<file path="config.mk">
export PLATFORM = sky130hd
export DESIGN_NAME = csum_judge
export DESIGN_NICKNAME = d
export VERILOG_FILES = /design/src/rtl/cfg_sum_pkg.sv /design/src/rtl/csum_judge.sv
export SDC_FILE = /design/constraint.sdc
export NUM_CORES = 1
export LEC_CHECK = 0
export CORE_MARGIN = 4
export CORE_UTILIZATION = 22
export CTS_BUF_LIST = sky130_fd_sc_hd__clkbuf_8
export DETAILED_ROUTE_END_ITERATION = 16
export GPL_TIMING_DRIVEN = 0
export PLACE_DENSITY = 0.86
export RECOVER_POWER = 50
export SETUP_SLACK_MARGIN = 0.1
export SLEW_MARGIN = 15
export SYNTH_ARGS = -nofsm -noshare
export SYNTH_HDL_FRONTEND = slang
export SYNTH_SLANG_ARGS = --single-unit
export TNS_END_PERCENT = 10
</file>
<file path="constraint.sdc">
create_clock -name clk -period 1.8 [get_ports clk]
set_input_delay 0.27 -clock clk [delete_from_list [all_inputs] [get_ports clk]]
set_output_delay 0.27 -clock clk [all_outputs]
set_load 0.01 [all_outputs]
</file>
<file path="src/rtl/cfg_sum_pkg.sv">
`timescale 1ns/1ps
package cfg_sum_pkg;
  localparam int unsigned DEF_WORD_W = 16;
  localparam int unsigned DEF_ACC_W  = 32;

  typedef struct packed {
    logic valid;
    logic pass;
  } csum_result_t;
endpackage

</file>
<file path="src/rtl/csum_judge.sv">
`timescale 1ns/1ps
// Forms the verdict from the total and the stored checksum and registers it.
module csum_judge
  import cfg_sum_pkg::*;
#(
  parameter int unsigned WORD_W = 16,
  parameter int unsigned ACC_W  = 32
) (
  input  logic              clk,
  input  logic              rst_n,
  input  logic              take_last,
  input  logic [ACC_W-1:0]  acc,
  input  logic [WORD_W-1:0] stored,
  output csum_result_t      res_q
);
  logic sum_is_zero;
  logic low_match;

  function automatic logic judge(input logic [ACC_W-1:0]  total,
                                 input logic [WORD_W-1:0] csum);
    return (|total) && (total[WORD_W-1:0] == csum);
  endfunction

  assign sum_is_zero = ~(|acc);
  assign low_match   = (acc[WORD_W-1:0] == stored);

  always_ff @(posedge clk) begin
    if (!rst_n) begin
      res_q <= '0;
    end else begin
      res_q.valid <= take_last;
      res_q.pass  <= take_last & judge(acc, stored);
    end
  end
endmodule

</file>
==> flow_summary.ini <==
[floorplan]
dieArea_um2 = 1990
fp.dieH_um = 44.6
floorplan.core_area_um2 = 1190
dieWidth_um = 44.6
num_rows = 12
initial_core_util_pct = 24.8
io_pins = 53

[drt]
ant_nets = 0
vias_per_cell = 4.63
wirelength_um = 1300
drt_first_iter_violations = 2
dr.pass1.iters = 2
via_count = 482
drc = 0
wire_per_inst_um = 12.5

[outcome]
status = finished, final reports clean

[synthesis]
synth.area.top_cells = xnor2_1 (36%), nor4_1 (19%), dfxtp_1 (14%)
syn_area_um2 = 294
syn_inst = 35
seq_area_frac_synth_pct = 13.6
ys.warnings.count = 0
syn_nets = 86
netlist.area_leader.share_pct = 35.7
yosysUniqueCellTypes = 9
synth_top_cell_by_area = xnor2_1
syn_avg_cell_area_um2 = 8.40
synth_seq_cells = 2

[global_route]
grt_pass1_vias = 497
grt_max_degree = 3
grt_first_pass_wirelength_um = 2000
antenna_found_initial = 0
grt_overflow = 0
grt_usage_pct = 13.5

[final_layout]
top_register = res_q
layout-drive-gt1-share_pct = 4.44
nFillCells = 103
final_cell_mix = clkdlybuf4s50_1 (51), xnor2_1 (12), nor4_1 (9)
reg_top3 = res_q x2
antenna_cells = 0
area_growth_pct = 197
layout.cells.most_common = clkdlybuf4s50_1
nets = 143
final_area_um2 = 873
largest_reg_flops = 2

[clock_tree]
cts.path.max_buffers = 2
cts_resized = 0
cts.sinks = 2
cts_hold_buf = 0
cts_tree = yes
cts_buffers = 3
ctsRootBufferMaster = clkbuf_8
htree_levels = 1
cts.reportedPaths.clkPinSlew_ns = 0.03
post_cts_buffers = 0

[timing]
clock.fmax_mhz = 691
drv_slew = 0
final.min_clock_period_ns = 1.45
hold_violations = 0
final.setup.worst_slack_ns = 0.352
timing.final.crit_share_pct = 80.4
setup_tns_ns = 0
maxSlewHeadroom_pct = 80.5
setup_viol = 0
grt_setup_unrepaired = no
worst_pin_slew_ns = 0.290

[critical_path]
required_ns = 1.91
worstPathArrival_ns = 1.55
cp-end-kind = flop
critPathMaxFanout = 2
critPathKind = input port to flop
cp-start-kind = input port

[place]
portBuffers = 52
pre_cts_slack_ns = 0.124
place_area_um2 = 832
place_congestion = 0.708

[power]
p_leak_nw = 0.295
peakVddDrop_v = 0.000259
power.density_nw_per_um2 = 435

[min_path]
hold_path_class = input port to flop
min_path_cells = 2

[job]
maxCapViolCount = 0
## final timing paths
path,slack (ns),from,endpoint
setup / recovery,0.35,acc[12],res_q[0]
hold / removal,0.66,take_last,res_q[1]
## routing by layer
metal | GRT usage [%] | up-vias | wire (um)
met5 | 0 | - | 0
met4 | 3.61 | 0 | 0
met2 | 27.2 | 31 | 715
met3 | 4.47 | 0 | 180
li1 | - | 247 | -
met1 | 12.3 | 204 | 402
## synth_stat cells
| library cell | count |
|---|---|
| nand3_1 | 1 |
| nor4_2 | 1 |
| nand4_1 | 4 |
| dfxtp_1 | 2 |
| xor2_1 | 4 |
| xnor2_1 | 12 |
| and2_1 | 1 |
| o2111ai_1 | 1 |
| nor4_1 | 9 |
## stage by stage
stage	util, %	std cells	power (mW)	hold WS, ns
after floorplan	-	35	0.0859	0.415
after global placement	70.1	101	0.209	0.878
after detailed placement	70.1	101	0.212	0.874
after CTS	73.6	104	0.387	0.656
after global routing	73.6	104	0.405	0.682
final	73.6	104	0.380	0.664
## worst max-delay path: stages
cell	delay, ns
clkdlybuf4s50_1	0.43
xor2_1	0.18
nor4_2	0.25
o2111ai_1	0.14
nor4_1	0.28
## power by group
group          total, mW  switching [mW]  internal, mW
logic              0.163          0.0405         0.122
clock network      0.171          0.0300         0.141
registers         0.0462        0.000224        0.0459
total              0.380          0.0707         0.309
## cell type report
cell class	count	area (um^2)	area share (%)
timing repair buffer	52	520	59.6
clock buffer	3	41.3	4.73
sequential	2	40.0	4.58
tap	14	17.5	2.01
multi-input combinational	33	254	29.1
## logic make-up (layout without fill, tap and decap cells)
kind of cell           Yosys count  count (layout)  share of synthesized area (%)
flip-flops                       2               2                           13.6
XOR/XNOR                        16              16                           47.7
AO/OA/AOI/OAI                    1               1                           2.98
buffers and inverters            0              55                              0
AND/OR/NAND/NOR                 16              16                           35.7
(Power assumes the default switching activity.)
